**src/rtl/mrc_pkg.sv**
```systemverilog
package mrc_pkg;
  typedef enum logic [1:0] {
    SYM_SHORT_LO = 2'b00,
    SYM_LONG_LO  = 2'b01,
    SYM_SHORT_HI = 2'b10,
    SYM_LONG_HI  = 2'b11
  } sym_e;

  typedef enum logic [1:0] {
    RUN_UNKNOWN = 2'd0,
    RUN_SHORT   = 2'd1,
    RUN_LONG    = 2'd2,
    RUN_BAD     = 2'd3
  } run_kind_e;

  function automatic sym_e make_sym(input logic level, input logic is_long);
    return sym_e'({level, is_long});
  endfunction
endpackage

```
**src/rtl/mrc_line_sync.sv**
```systemverilog
module mrc_line_sync #(
  parameter int SYNC_STAGES = 2
) (
  input  logic clk,
  input  logic rst_n,
  input  logic line_in,
  output logic level_now,
  output logic level_prev,
  output logic edge_seen
);
  logic [SYNC_STAGES-1:0] stage_q;
  logic                   prev_q;

  for (genvar i = 0; i < SYNC_STAGES; i++) begin : g_stage
    if (i == 0) begin : g_first
      always_ff @(posedge clk or negedge rst_n) begin
        if (!rst_n) stage_q[0] <= 1'b0;
        else        stage_q[0] <= line_in;
      end
    end else begin : g_next
      always_ff @(posedge clk or negedge rst_n) begin
        if (!rst_n) stage_q[i] <= 1'b0;
        else        stage_q[i] <= stage_q[i-1];
      end
    end
  end

  always_ff @(posedge clk or negedge rst_n) begin
    if (!rst_n) prev_q <= 1'b0;
    else        prev_q <= stage_q[SYNC_STAGES-1];
  end

  assign level_now  = stage_q[SYNC_STAGES-1];
  assign level_prev = prev_q;
  assign edge_seen  = level_now ^ prev_q;
endmodule

```
**src/rtl/mrc_run_counter.sv**
```systemverilog
module mrc_run_counter #(
  parameter int CNT_W = 6
) (
  input  logic             clk,
  input  logic             rst_n,
  input  logic             edge_seen,
  output logic [CNT_W-1:0] run_len
);
  localparam logic [CNT_W-1:0] CNT_MAX = {CNT_W{1'b1}};
  localparam logic [CNT_W-1:0] CNT_ONE = CNT_W'(1);

  logic [CNT_W-1:0] cnt_q;

  // Zero marks an unknown length, so the count stays there until the first edge.
  always_ff @(posedge clk or negedge rst_n) begin
    if (!rst_n) begin
      cnt_q <= '0;
    end else if (edge_seen) begin
      cnt_q <= CNT_ONE;
    end else if (cnt_q != '0 && cnt_q != CNT_MAX) begin
      cnt_q <= cnt_q + CNT_ONE;
    end
  end

  assign run_len = cnt_q;
endmodule

```
**src/rtl/mrc_window_classify.sv**
```systemverilog
module mrc_window_classify
  import mrc_pkg::*;
#(
  parameter int CNT_W = 6
) (
  input  logic [CNT_W-1:0] run_len,
  input  logic [CNT_W-1:0] short_min,
  input  logic [CNT_W-1:0] short_max,
  input  logic [CNT_W-1:0] long_min,
  input  logic [CNT_W-1:0] long_max,
  output run_kind_e        kind
);
  logic in_short;
  logic in_long;

  assign in_short = (run_len >= short_min) && (run_len <= short_max);
  assign in_long  = (run_len >= long_min)  && (run_len <= long_max);

  always_comb begin
    if (run_len == '0)  kind = RUN_UNKNOWN;
    else if (in_short)  kind = RUN_SHORT;
    else if (in_long)   kind = RUN_LONG;
    else                kind = RUN_BAD;
  end
endmodule

```
**src/rtl/manchester_run_classifier.sv**
```systemverilog
module manchester_run_classifier
  import mrc_pkg::*;
#(
  parameter int CNT_W       = 6,
  parameter int SYNC_STAGES = 2
) (
  input  logic             clk,
  input  logic             rst_n,
  input  logic             line_in,
  input  logic [CNT_W-1:0] short_min,
  input  logic [CNT_W-1:0] short_max,
  input  logic [CNT_W-1:0] long_min,
  input  logic [CNT_W-1:0] long_max,
  output logic             edge_tick,
  output logic             sym_valid,
  output logic [1:0]       sym_code,
  output logic             sym_long,
  output logic             run_err
);
  logic             level_now;
  logic             level_prev;
  logic             edge_seen;
  logic [CNT_W-1:0] run_len;
  run_kind_e        kind;
  logic             emit;
  logic             bad;

  mrc_line_sync #(.SYNC_STAGES(SYNC_STAGES)) u_sync (
    .clk        (clk),
    .rst_n      (rst_n),
    .line_in    (line_in),
    .level_now  (level_now),
    .level_prev (level_prev),
    .edge_seen  (edge_seen)
  );

  mrc_run_counter #(.CNT_W(CNT_W)) u_count (
    .clk       (clk),
    .rst_n     (rst_n),
    .edge_seen (edge_seen),
    .run_len   (run_len)
  );

  mrc_window_classify #(.CNT_W(CNT_W)) u_class (
    .run_len   (run_len),
    .short_min (short_min),
    .short_max (short_max),
    .long_min  (long_min),
    .long_max  (long_max),
    .kind      (kind)
  );

  assign emit = edge_seen && (kind == RUN_SHORT || kind == RUN_LONG);
  assign bad  = edge_seen && (kind == RUN_BAD);

  always_ff @(posedge clk or negedge rst_n) begin
    if (!rst_n) begin
      edge_tick <= 1'b0;
      sym_valid <= 1'b0;
      sym_code  <= 2'b00;
      sym_long  <= 1'b0;
      run_err   <= 1'b0;
    end else begin
      edge_tick <= edge_seen;
      sym_valid <= emit;
      if (emit) begin
        sym_code <= make_sym(level_prev, kind == RUN_LONG);
        sym_long <= (kind == RUN_LONG);
      end
      if (bad) run_err <= 1'b1;
    end
  end
endmodule

```
**config.mk**
```make
export PLATFORM = sky130hd
export DESIGN_NAME = manchester_run_classifier
export DESIGN_NICKNAME = d
export VERILOG_FILES = /design/src/rtl/mrc_pkg.sv /design/src/rtl/mrc_line_sync.sv /design/src/rtl/mrc_run_counter.sv /design/src/rtl/mrc_window_classify.sv /design/src/rtl/manchester_run_classifier.sv
export SDC_FILE = /design/constraint.sdc
export NUM_CORES = 1
export LEC_CHECK = 0
export ABC_CLOCK_PERIOD_IN_PS = 4100
export BUFFER_PORTS_ARGS = -buffer_cell sky130_fd_sc_hd__buf_2
export CELL_PAD_IN_SITES_DETAIL_PLACEMENT = 0
export CELL_PAD_IN_SITES_GLOBAL_PLACEMENT = 1
export CORE_MARGIN = 1
export CORE_UTILIZATION = 35
export CTS_BUF_LIST = sky130_fd_sc_hd__clkbuf_16
export DETAILED_ROUTE_END_ITERATION = 16
export PLACE_DENSITY = 0.79
export REMOVE_ABC_BUFFERS = 1
export SYNTH_ARGS = -nofsm -noshare
export SYNTH_HDL_FRONTEND = slang
export SYNTH_HIERARCHICAL = 1
export SYNTH_SLANG_ARGS = --single-unit
```
**constraint.sdc**
```tcl
create_clock -name clk -period 4.1 [get_ports clk]
set_input_delay 0.82 -clock clk [delete_from_list [all_inputs] [get_ports clk]]
set_output_delay 0.82 -clock clk [all_outputs]
set_load 0.01 [all_outputs]
```
After elaboration in Yosys (flattened, before gate mapping) --
Index checks and enable logic that the tools add are counted.
Operators by class: reductions and logical operators 9, eq/ne operators 4, bitwise operators 1, add/sub/neg operators 1, multiplexer cells 5, $lt $le $gt $ge 4
Operators by type and width (count):
- 6-bit >= comparator | 2
- 6-bit less-or-equal comparator | 2
- 6-bit 2-to-1 mux | 2
- 6-bit by 1-bit adder with 6-bit output (second input constant) | 1
- 6-bit zero test | 1
- 6-bit inequality test (second input constant) | 1
- 6-bit nonzero test | 1
- 1-bit logical AND | 5
- 2-bit == test (second input constant) | 2
- 2-bit 2-to-1 mux | 2
- 2-bit by 1-bit == test with 1-bit output (second input constant) | 1
- 2-bit nonzero test | 1
- 1-bit logical OR | 1
- 1-bit 2-to-1 mux | 1
- 1-bit bitwise XOR | 1
Word-level totals: output and inout port bits 6, word-level logic and storage cells 33, bits in registers 15, input port bits 27

Depth between registers and ports, before layout --
Gate-level depths: netlist (run 1).
depth in word-level cells 8, gate-level depth with buffers 11, mapped depth without buffers 11

By module --
Netlist (run 1), hierarchy kept.
By module, submodules not included:
- mrc_window_classify | area each 608.1 µm², instances 1, cells an instance 83, sequential area each 0.0 µm²
- mrc_run_counter | area each 345.3 µm², instances 1, cells an instance 33, sequential area each 150.1 µm²
- manchester_run_classifier | area each 214.0 µm², instances 1, cells an instance 13, sequential area each 125.1 µm²
- mrc_line_sync | area each 83.8 µm², instances 1, cells an instance 4, sequential area each 75.1 µm²

Worst setup path after synthesis (run 1) --
OpenSTA, ideal clock, no wires.
path kind input -> register, from input short_max[4], to register sym_code[0], stages 11, arrival time 2679 ps, setup slack 1296 ps, required time 3975 ps, setup time 125 ps, path buffers 0, cells stage by stage inv_1 -> ha_1 -> a21oi_2 -> a21boi_1 -> o32ai_2 -> nand2_1 -> a31oi_1 -> inv_1 -> ha_1 -> nor2b_4 -> mux2_4
Between the ends: cells in the longest elaborated chain, start to end 7, elaborated cells on any way between the ends 8, those cells by class order compare (1); eq/ne (2); mux (2); reduce/logical (3)
RTL lines:
- from (decl) | RTL line manchester_run_classifier.sv:11 | input logic [CNT_W-1:0] short_max,
- 6-bit less-or-equal comparator (*) | RTL line mrc_window_classify.sv:16 | assign in_short = (run_len >= short_min) && (run_len <= short_max);
- 1-bit logical AND (*) | RTL line mrc_window_classify.sv:16
- 2-bit 2-to-1 mux (*) | RTL line mrc_window_classify.sv:21 | else if (in_short) kind = RUN_SHORT;
- 2-bit 2-to-1 mux (*) | RTL line mrc_window_classify.sv:20 | if (run_len == '0) kind = RUN_UNKNOWN;
- net kind[0] | RTL line manchester_run_classifier.sv:24 | run_kind_e kind;
- 2-bit by 1-bit == test with 1-bit output or 2-bit == test (tied branches) | RTL line manchester_run_classifier.sv:53 | assign emit = edge_seen && (kind == RUN_SHORT || kind == RUN_LONG);
- 1-bit logical OR (*) | RTL line manchester_run_classifier.sv:53
- 1-bit logical AND (*) | RTL line manchester_run_classifier.sv:53
- net emit | RTL line manchester_run_classifier.sv:25 | logic emit;
- to (signal assigned) | RTL line manchester_run_classifier.sv:67 | sym_code <= make_sym(level_prev, kind == RUN_LONG);
- to (decl) | RTL line manchester_run_classifier.sv:16 | output logic [1:0] sym_code,
Mark *: on every way through the listed nets, which the timed path passes. The rest lies on a longest branch. A chain may end at the register's enable or synchronous reset.

Final worst setup path (run 1) --
Ends and elaborated chain as after synthesis.

==> flow_summary.json, run 1 <==
{
  "die_w_um": 61.8,
  "cts_post_setup_buffers_inserted": 0,
  "htreeDepth": 1,
  "areaGrowthSynthToFinish_pct": 23.1,
  "number_of_antenna_violations_at_the_first_check_in_global_routing": 0,
  "pwr-share-seq_pct": 30.1,
  "synth-edff-count": 0,
  "grt_setup_unrepaired": "false",
  "totalWireLength_um": 2510,
  "synth-main-ff-cell": "dfrtp_1",
  "drtAntennaViolNets": 0,
  "floorplan.core_area_um2": 3390,
  "met1Wirelength_um": 1090,
  "worstMarginPinSlew_ns": 0.667,
  "first_iter_violations": 36,
  "drt-pass1-iter-count": 4,
  "filler_cell_count": 334,
  "status": "finished clean",
  "ys.warnings.count": 6,
  "pin_count_of_the_biggest_net_entering_global_routing": 15,
  "finalNetCount": 224,
  "cts_tree": "yes",
  "synth_cell_type_count": 34,
  "met3_length_um": 89,
  "share_comb_of_total_power_pct": 44.5,
  "first_global_vias": 1067,
  "detail_route.wl_per_cell_um": 11.7,
  "timing_worst_setup_path_type": "in2reg",
  "cell_rows": 21,
  "finalMaxSlewViolations": 0,
  "hold_path.class": "reg2reg",
  "final.setup.worst_slack_ns": 1.31,
  "synthArstFlopShare_pct": 100,
  "highest-signal-layer": "met4",
  "synthesis.area_um2": 1250,
  "syn-mean-instance-area_um2": 9.41,
  "fmax_mhz": 359,
  "clock_sinks": 14,
  "clock-root-buffer": "clkbuf_16",
  "grt_first_pass_wirelength_um": 4240,
  "cts-resized-gates": 0,
  "setup_tns_ns": 0,
  "floorplan.initialDensity_pct": 36.9,
  "max_slew_margin_pct": 55.4,
  "grt_overflow": 0,
  "critical_path_required_ns": 4.22,
  "maxCapViolCount": 0,
  "gp_routability_congestion": 0.785,
  "cts_max_path_buffers": 2,
  "worst-endpoint-arrival_ns": 2.91,
  "synth.yosys.seq_area_share_pct": 28.0,
  "powerDensity_nw_per_um2": 466,
  "route.detailed.drc": 0,
  "clk_pin_slew_ns": 0.05,
  "hpwlAfterDp_um": 2030,
  "port_buffers": 32,
  "power.static_leakage_nw": 0.863,
  "dieHeight_um": 61.8,
  "endpoint_kind": "flop",
  "worst_case_clock_skew_ns": 0.00130,
  "numCtsBuffers": 3,
  "number_of_hold_violations_in_the_final_report": 0,
  "final_layout_size_suffix_gt1_share_pct": 26.8,
  "place_worst_setup_slack_ns": 1.05,
  "switching_share_pct": 36.2,
  "area_of_the_die_um2": 3820,
  "avgViaCountPerCell": 4.89,
  "max_rail_drop_vdd_v": 0.000184,
  "timing.critical_path.from_type": "primary input",
  "n_antenna_cell": 0,
  "finalSetupViolCount": 0,
  "clk_latency_ns": 0.24,
  "p_switching_w": 0.000260,
  "global_route_usage_over_all_layers_pct": 15.1,
  "cp_max_fo": 3,
  "detail_route_met2_wl_um": 1310,
  "syn-instance-count": 133,
  "io_pins": 33,
  "synth-seq-cells": 14,
  "internal_power_w": 0.000458,
  "vias": 1046,
  "cts_hold_repair.buffers": 0,
  "post-route-period-util_pct": 68.0,
  "clockPowerShare_pct": 25.4,
  "post-route-min-period_ns": 2.79
}
## cells in the mapped netlist, types with 2 or more instances
cell type / number / share of area (%)
ha_1: 28 / 28
xor2_1: 2 / 1.4
nor2_1: 3 / 0.90
nand2_1: 7 / 2.1
nand2b_1: 3 / 1.5
dfrtp_1: 14 / 28
nand4_1: 3 / 1.5
inv_1: 26 / 7.8
mux2_4: 2 / 2.4
a21oi_1: 9 / 3.6
a31oi_1: 3 / 1.5
nand3_1: 6 / 2.4
o21ai_0: 3 / 1.2
a21o_1: 3 / 1.8
or4_1: 2 / 1.2
## power by group through the flow
| stage | combinational [W] | sequential (W) | clock [W] |
|---|---|---|---|
| after global placement | 0.000310 | 0.000218 | 0 |
| after floorplan | 0.000241 | 0.000210 | 0 |
| after detailed placement | 0.000324 | 0.000218 | 0 |
| after global routing | 0.000366 | 0.000223 | 0.000191 |
| after CTS | 0.000325 | 0.000217 | 0.000186 |
| final | 0.000319 | 0.000216 | 0.000182 |
## state kept, by name, summed over array words and instances, names as in the netlist
name,count
u_sync/stage_q,1
sym_valid,1
u_sync/level_prev,1
sym_code,2
u_count/run_len,6
run_err,1
u_sync/level_now,1
edge_tick,1
## metal layers
layer	global-route usage, %	up-vias
li1	-	535
met4	5.71	0
met2	28.7	25
met5	0	-
met3	2.28	2
met1	16.7	484
## metrics by stage
| stage | util, % | total power, W | instances | hold slack [ns] | area (um^2) |
|---|---|---|---|---|---|
| 6_report | 45.4 | 0.000717 | 214 | 0.348 | 1540 |
| 5_1_grt | 45.4 | 0.000779 | 214 | 0.359 | 1540 |
| 4_1_cts | 45.4 | 0.000728 | 214 | 0.354 | 1540 |
| 3_5_place_dp | 43.1 | 0.000542 | 210 | 0.343 | 1460 |
| 3_3_place_gp | 43.1 | 0.000529 | 210 | 0.333 | 1460 |
| 2_1_floorplan | - | 0.000451 | 132 | 0.331 | 1240 |
## worst paths after layout
check | endpoint | depth (start not counted) | from | slack, ns
worst max-delay path | sym_code[0] | 12 | short_max[4] | 1.31
worst min-delay path | u_sync/level_now | 0 | u_sync/stage_q[0] | 0.35
worst max register to register | sym_code[0] | 10 | u_count/run_len[4] | 1.44
worst min register to register | u_sync/level_now | 0 | u_sync/stage_q[0] | 0.35
max in group asynchronous | u_count/run_len[0] | 1 | rst_n | 3.40
min in group asynchronous | sym_code[1] | 1 | rst_n | 0.46
## logic make-up (layout without fill, tap and decap cells)
logic type	Yosys count	count (layout)	synth area share, %
adders and majority gates	28	28	28.0
xor gates and xnor gates	3	3	2.10
and+or+nand+nor	31	31	14.7
muxes	3	3	3.20
AOI/OAI and AO/OA	27	27	15.6
DFF	14	14	28.0
buffers and inverters	27	62	8.40
## cell usage in the layout (no fill, tap or decap), types with 2 or more instances in the layout
master and instances:
o21ai_0 3, xor2_1 2, dfrtp_1 14, nand2_1 7, buf_2 32, nand2b_1 3, nand3_1 6, inv_1 26
nor2_1 3, a21oi_1 9, nand4_1 3, a21o_1 3, or4_1 2, a31oi_1 3, ha_1 28, mux2_4 2
clkbuf_16 3
## layout make-up
cell class	count	area (um^2)	area share (%)
timing repair buffer	32	160	10.4
tap	46	57.6	3.74
clock inverter	1	3.75	0.244
inverter	26	97.6	6.34
sequential	14	350	22.7
multi-input combinational	92	796	51.7
clock buffer	3	75.1	4.87
## critical path: stages
cell and delay (ns):
buf_2 0.08, inv_1 0.03, ha_1 0.33, a21oi_2 0.14, a21boi_1 0.09, o32ai_2 0.28, nand2_1 0.08, a31oi_1 0.19
inv_1 0.08, ha_1 0.33, nor2b_4 0.16, mux2_4 0.30
Note: power is estimated with default switching activity, not from simulation.
==> run 2: changes to the inputs <==
- ABC_CLOCK_PERIOD_IN_PS: 4100 -> 2300
- PLACE_DENSITY: 0.79 -> 0.82
- clock period: 4.1 -> 2.3 ns (I/O delays scaled with it)
==> run 2 against run 1 <==
  * The run now ends with setup timing left
  * Sequential power rose by 62%
  * Global-route usage up 1.4 points
  * First-iteration DRC count down 53%
  * Critical path depth shrank 3
  * Hold slack got worse by 0.24 ns
  * Clock skew rose by 0.00071 ns
  * Setup slack got worse by 1.4 ns
  * Wire length up 19%
  * Sequential share of layout area fell by 3.8 points
  * Critical path type is now reg2reg
  * Critical endpoint unchanged
==> flow_summary.json, run 2 (synthesis results as in run 1) <==
{
  "internal_power_w": 0.000990,
  "avgViaCountPerCell": 4.89,
  "clock_sinks": 14,
  "cts_max_path_buffers": 2,
  "r2r_slack_ns": -0.1,
  "floorplan.initialDensity_pct": 36.9,
  "pin_count_of_the_biggest_net_entering_global_routing": 15,
  "highest_count_cells_in_the_layout_ignoring_fill_and_taps": "buf_2, inv_1, ha_1",
  "worst_setup_path_startpoint": "u_count/run_len[5]",
  "max_rail_drop_vdd_v": 0.000424,
  "floorplan.core_area_um2": 3390,
  "powerDensity_nw_per_um2": 838,
  "r2r-start": "u_count/run_len[5]",
  "clockPowerShare_pct": 20.5,
  "largestRegisters": "u_count/run_len: 6 flops, sym_code: 2 flops",
  "number_of_antenna_violations_at_the_first_check_in_global_routing": 0,
  "final.setup.worst_slack_ns": -0.0990,
  "areaGrowthSynthToFinish_pct": 48.6,
  "cp-endpoint": "sym_code[0]",
  "maxCapViolCount": 0,
  "crit_chain": "buf_6, buf_4, or4_4, nor3_4, a31oi_4, inv_2, ha_4, nor2b_4, mux2_4",
  "grt_setup_unrepaired": "true",
  "totalWireLength_um": 2980,
  "gp_routability_congestion": 0.801,
  "dieHeight_um": 61.8,
  "first_iter_violations": 17,
  "hpwlAfterDp_um": 2270,
  "dpl.cell_count": 227,
  "critical_path_required_ns": 2.42,
  "drt-pass1-iter-count": 4,
  "worst-endpoint-arrival_ns": 2.52,
  "route.detailed.drc": 0,
  "grt_overflow": 0,
  "post-route-min-period_ns": 2.40,
  "area_of_the_die_um2": 3820,
  "clock-root-buffer": "clkbuf_16",
  "numCtsBuffers": 3,
  "vias": 1154,
  "setup_tns_ns": -0.195,
  "r2r_cells": 9,
  "max_slew_margin_pct": 79.3,
  "critPathBufInv": 3,
  "finalSetupViolCount": 2,
  "htreeDepth": 1,
  "cpPeakStageDelay_ns": 0.48,
  "worstMarginPinSlew_ns": 0.310,
  "pwr-share-seq_pct": 22.4,
  "power.static_leakage_nw": 0.978,
  "regMostFlops": "u_count/run_len",
  "timing.critical_path.from_type": "flop",
  "fmax_mhz": 417,
  "first_global_vias": 1093,
  "largest_register_ff_count": 6,
  "finalMaxSlewViolations": 0,
  "worst_case_clock_skew_ns": 0.00201,
  "instances_no_fill": 236,
  "global_route_usage_over_all_layers_pct": 16.5,
  "cts_hold_repair.buffers": 0,
  "number_of_hold_violations_in_the_final_report": 0,
  "port_buffers": 32,
  "grt_first_pass_wirelength_um": 4530,
  "finalNetCount": 246,
  "n_antenna_cell": 0,
  "r2r-end": "sym_code[0]",
  "layout.cells.most_common": "buf_2",
  "clk_latency_ns": 0.24,
  "io_pins": 33,
  "status": "finished with violations",
  "hold_path.class": "in2async",
  "die_w_um": 61.8,
  "cp_max_fo": 3,
  "post-route-period-util_pct": 104,
  "share_comb_of_total_power_pct": 57.1,
  "drtAntennaViolNets": 0,
  "detail_route.wl_per_cell_um": 12.6,
  "clk_pin_slew_ns": 0.05,
  "failed_checks": "setup timing",
  "endpoint_kind": "flop",
  "final_layout_size_suffix_gt1_share_pct": 45.3,
  "switching_share_pct": 36.5,
  "p_switching_w": 0.000569,
  "cp_num_cells": 9,
  "cell_at_the_slowest_stage_of_the_critical_path": "or4_4",
  "cell_rows": 21,
  "cts_tree": "yes",
  "timing_worst_setup_path_type": "reg2reg",
  "crit_path_max_delay_family": "simple AND/OR/NAND/NOR gates"
}
==> run 2: cell count changes in the layout (fill, tap and decap cells not counted), sizes merged <==
cell | previous run | this run
buf | 32 | 54
==> run 2: layer usage <==
metal	global-route usage, %	vias to the layer above	share of wire [%]
met2	32.1	23	53
met5	0	-	0
li1	-	581	-
met3	2.07	6	2.3
met4	4.76	0	2.2
met1	18.6	544	43
==> run 2: worst min path at each step <==
| stage | to | cells past startpoint |
|---|---|---|
| floorplan | edge_tick | 0 |
| finish | sym_code[0] | 1 |
| detailed placement | u_sync/level_now | 0 |
| CTS | sym_valid | 1 |
| global placement | u_sync/level_now | 0 |
| global route | sym_code[0] | 1 |
==> run 2: stage by stage <==
stage | hold slack, ns | total power [W] | area, um^2 | utilization (%) | setup WS [ns]
6_report | 0.107 | 0.00156 | 1860 | 54.9 | -0.0990
5_1_grt | 0.126 | 0.00169 | 1860 | 54.9 | -0.197
4_1_cts | 0.113 | 0.00154 | 1840 | 54.4 | -0.0711
3_5_place_dp | 0.343 | 0.00107 | 1590 | 46.9 | -0.358
3_3_place_gp | 0.334 | 0.00103 | 1590 | 46.9 | -0.314
2_1_floorplan | 0.164 | 0.000804 | 1240 | - | -0.144
==> run 2: area by class of cell <==
| cell class | instances | area [um^2] |
|---|---|---|
| clock buffers | 3 | 75.1 |
| multi-input cells | 92 | 932 |
| repair buffers | 54 | 340 |
| well taps | 46 | 57.6 |
| inverters | 26 | 97.6 |
| fillers | 294 | 1530 |
| clock inverters | 1 | 3.75 |
| flip-flops and latches | 14 | 353 |
==> run 2: power groups by stage <==
| stage | Sequential, W | Combinational (W) | Clock (W) |
|---|---|---|---|
| final | 0.000349 | 0.000890 | 0.000320 |
| after global routing | 0.000355 | 0.000989 | 0.000342 |
| after CTS | 0.000350 | 0.000867 | 0.000322 |
| after detailed placement | 0.000350 | 0.000717 | 0 |
| after floorplan | 0.000374 | 0.000430 | 0 |
| after global placement | 0.000346 | 0.000682 | 0 |
==> run 2: worst reg2reg max path: stages (launching register included) <==
cell and delay, ns:
dfrtp_1 0.45, buf_6 0.16, buf_4 0.13, or4_4 0.48, nor3_4 0.26, a31oi_4 0.07
inv_2 0.08, ha_4 0.20, nor2b_4 0.15, mux2_4 0.31
==> run 2: timing repair <==
item,CTS,global route
pin swaps,9,6
resized for setup,24,5
buffers inserted,5,0
endpoints found under the setup margin,2,3
==> run 3: changes to the inputs <==
- CELL_PAD_IN_SITES_DETAIL_PLACEMENT: 0 -> 1
- PLACE_DENSITY: 0.82 -> default
- PLACE_DENSITY_LB_ADDON: default -> 0.1
==> run 3 against run 2 <==
  * First-iteration DRC count decreased by 12%
  * Sequential cell count unchanged
  * Clock power about the same
  * Sequential share of layout area increased by 1.3 points
  * Setup slack improved by 0.0099 ns
  * Critical endpoint unchanged
  * The flow still finishes with violations (setup timing)
  * Clock skew increased by 0.0012 ns
  * Global-route usage increased by 1.6 points
  * Highest routed layer is now met3
  * Hold slack got worse by 0.0035 ns
==> flow_summary.json, run 3 (synthesis results as in run 1) <==
{
  "clk_pin_slew_ns": 0.05,
  "highest_count_cells_in_the_layout_ignoring_fill_and_taps": "buf_2, ha_1, inv_1",
  "dieHeight_um": 61.8,
  "io_pins": 33,
  "regMostFlops": "u_count/run_len",
  "failed_checks": "setup timing",
  "grt_overflow": 0,
  "dpl.cell_count": 226,
  "powerDensity_nw_per_um2": 852,
  "detail_route.wl_per_cell_um": 13.2,
  "max_rail_drop_vdd_v": 0.000273,
  "drtAntennaViolNets": 0,
  "timing.critical_path.from_type": "flop",
  "gp_routability_congestion": 0.681,
  "vias": 1136,
  "final.setup.worst_slack_ns": -0.0891,
  "floorplan.core_area_um2": 3390,
  "setup_tns_ns": -0.167,
  "drt-pass1-iter-count": 3,
  "final_layout_size_suffix_gt1_share_pct": 41.2,
  "hold_path.class": "in2async",
  "worstMarginPinSlew_ns": 0.307,
  "status": "finished with violations",
  "power.static_leakage_nw": 0.953,
  "number_of_hold_violations_in_the_final_report": 0,
  "largestRegisters": "u_count/run_len: 6 flops, sym_code: 2 flops",
  "finalNetCount": 243,
  "floorplan.initialDensity_pct": 36.9,
  "clock_sinks": 14,
  "numCtsBuffers": 3,
  "finalMaxSlewViolations": 0,
  "critical_path_required_ns": 2.42,
  "cts_tree": "yes",
  "instances_no_fill": 233,
  "place_worst_setup_slack_ns": -0.438,
  "timing_worst_setup_path_type": "reg2reg",
  "r2r-start": "u_count/run_len[2]",
  "grt_first_pass_wirelength_um": 5020,
  "worst_setup_path_startpoint": "u_count/run_len[2]",
  "first_iter_violations": 15,
  "route.detailed.drc": 0,
  "worst_case_clock_skew_ns": 0.00325,
  "cts_max_path_buffers": 2,
  "r2r_slack_ns": -0.09,
  "cp_max_fo": 4,
  "maxCapViolCount": 0,
  "endpoint_kind": "flop",
  "clk_latency_ns": 0.24,
  "area_of_the_die_um2": 3820,
  "fmax_mhz": 419,
  "avgViaCountPerCell": 4.88,
  "port_buffers": 32,
  "post-route-min-period_ns": 2.39,
  "r2r_cells": 10,
  "finalSetupViolCount": 2,
  "max_slew_margin_pct": 79.6,
  "first_global_vias": 1183,
  "die_w_um": 61.8,
  "post-route-period-util_pct": 104,
  "grt_setup_unrepaired": "true",
  "number_of_antenna_violations_at_the_first_check_in_global_routing": 0,
  "pin_count_of_the_biggest_net_entering_global_routing": 15,
  "global_route_usage_over_all_layers_pct": 18.1,
  "r2r-end": "sym_code[0]",
  "hpwlAfterDp_um": 2650,
  "cell_rows": 21,
  "largest_register_ff_count": 6,
  "htreeDepth": 1,
  "layout.cells.most_common": "buf_2",
  "worst-endpoint-arrival_ns": 2.51,
  "totalWireLength_um": 3080,
  "areaGrowthSynthToFinish_pct": 39.9,
  "clock-root-buffer": "clkbuf_16",
  "n_antenna_cell": 0
}
[run 3: cell count changes in the layout (fill, tap and decap cells not counted), moves of 2 or more]
| cell | previous run | this run |
|---|---|---|
| a21boi_1 | 2 | 0 |
| ha_4 | 6 | 3 |
| buf_6 | 4 | 0 |
| dfrtp_2 | 2 | 4 |
| ha_1 | 22 | 25 |
| dfrtp_1 | 12 | 10 |
| a21oi_1 | 5 | 7 |
[run 3: worst max-delay path by stage]
stage	slack (ns)	to	cells past startpoint
after floorplan	-0.14	sym_code[0]	11
after global placement	-0.31	sym_code[1]	12
after detailed placement	-0.44	sym_code[0]	12
after CTS	-0.13	sym_code[0]	10
after global routing	-0.18	sym_code[0]	10
final	-0.09	sym_code[0]	10
[run 3: per-layer routing]
layer | vias up | routed length (um) | track usage, %
li1 | 570 | - | -
met1 | 543 | 1310 | 19.7
met2 | 23 | 1690 | 36.6
met3 | 0 | 82 | 3.11
met4 | 0 | 0 | 2.86
met5 | - | 0 | 0
[run 3: timing repair]
| item | CTS | global route |
|---|---|---|
| gates resized for setup | 11 | 3 |
| hold buffers | 0 | 0 |
| buffers inserted | 2 | 1 |
| setup endpoints to repair | 2 | 2 |
| pin swaps | 7 | 5 |
[run 3: stage by stage]
stage	cell area [um^2]	power, W	hold WS (ns)	util (%)
2_1_floorplan	1240	0.000804	0.164	-
3_3_place_gp	1580	0.00106	0.335	46.7
3_5_place_dp	1580	0.00111	0.336	46.7
4_1_cts	1720	0.00150	0.112	50.8
5_1_grt	1750	0.00162	0.127	51.6
6_report	1750	0.00149	0.104	51.6
[run 3: cell type report]
cell class,count,area (um^2)
Clock inverter,1,3.75
Clock buffer,3,75.1
Tap cell,46,57.6
Fill cell,417,1640
Timing Repair Buffer,51,303
Multi-Input combinational cell,92,858
Sequential cell,14,355
Inverter,26,97.6
[run 3: worst max-delay path, cell delays in order, from the launching register on]
cell     delay, ns
dfrtp_2       0.44
buf_4         0.16
ha_1          0.27
nand4_1       0.13
nor2_1        0.16
o32ai_2       0.11
a31oi_2       0.23
inv_2         0.07
ha_4          0.22
nor2b_4       0.15
mux2_4        0.32
[run 3: power breakdown]
group | internal (W) | switching (W)
Combinational | 0.000428 | 0.000390
Clock | 0.000229 | 0.0000928
Sequential | 0.000301 | 0.0000496
Total | 0.000958 | 0.000533
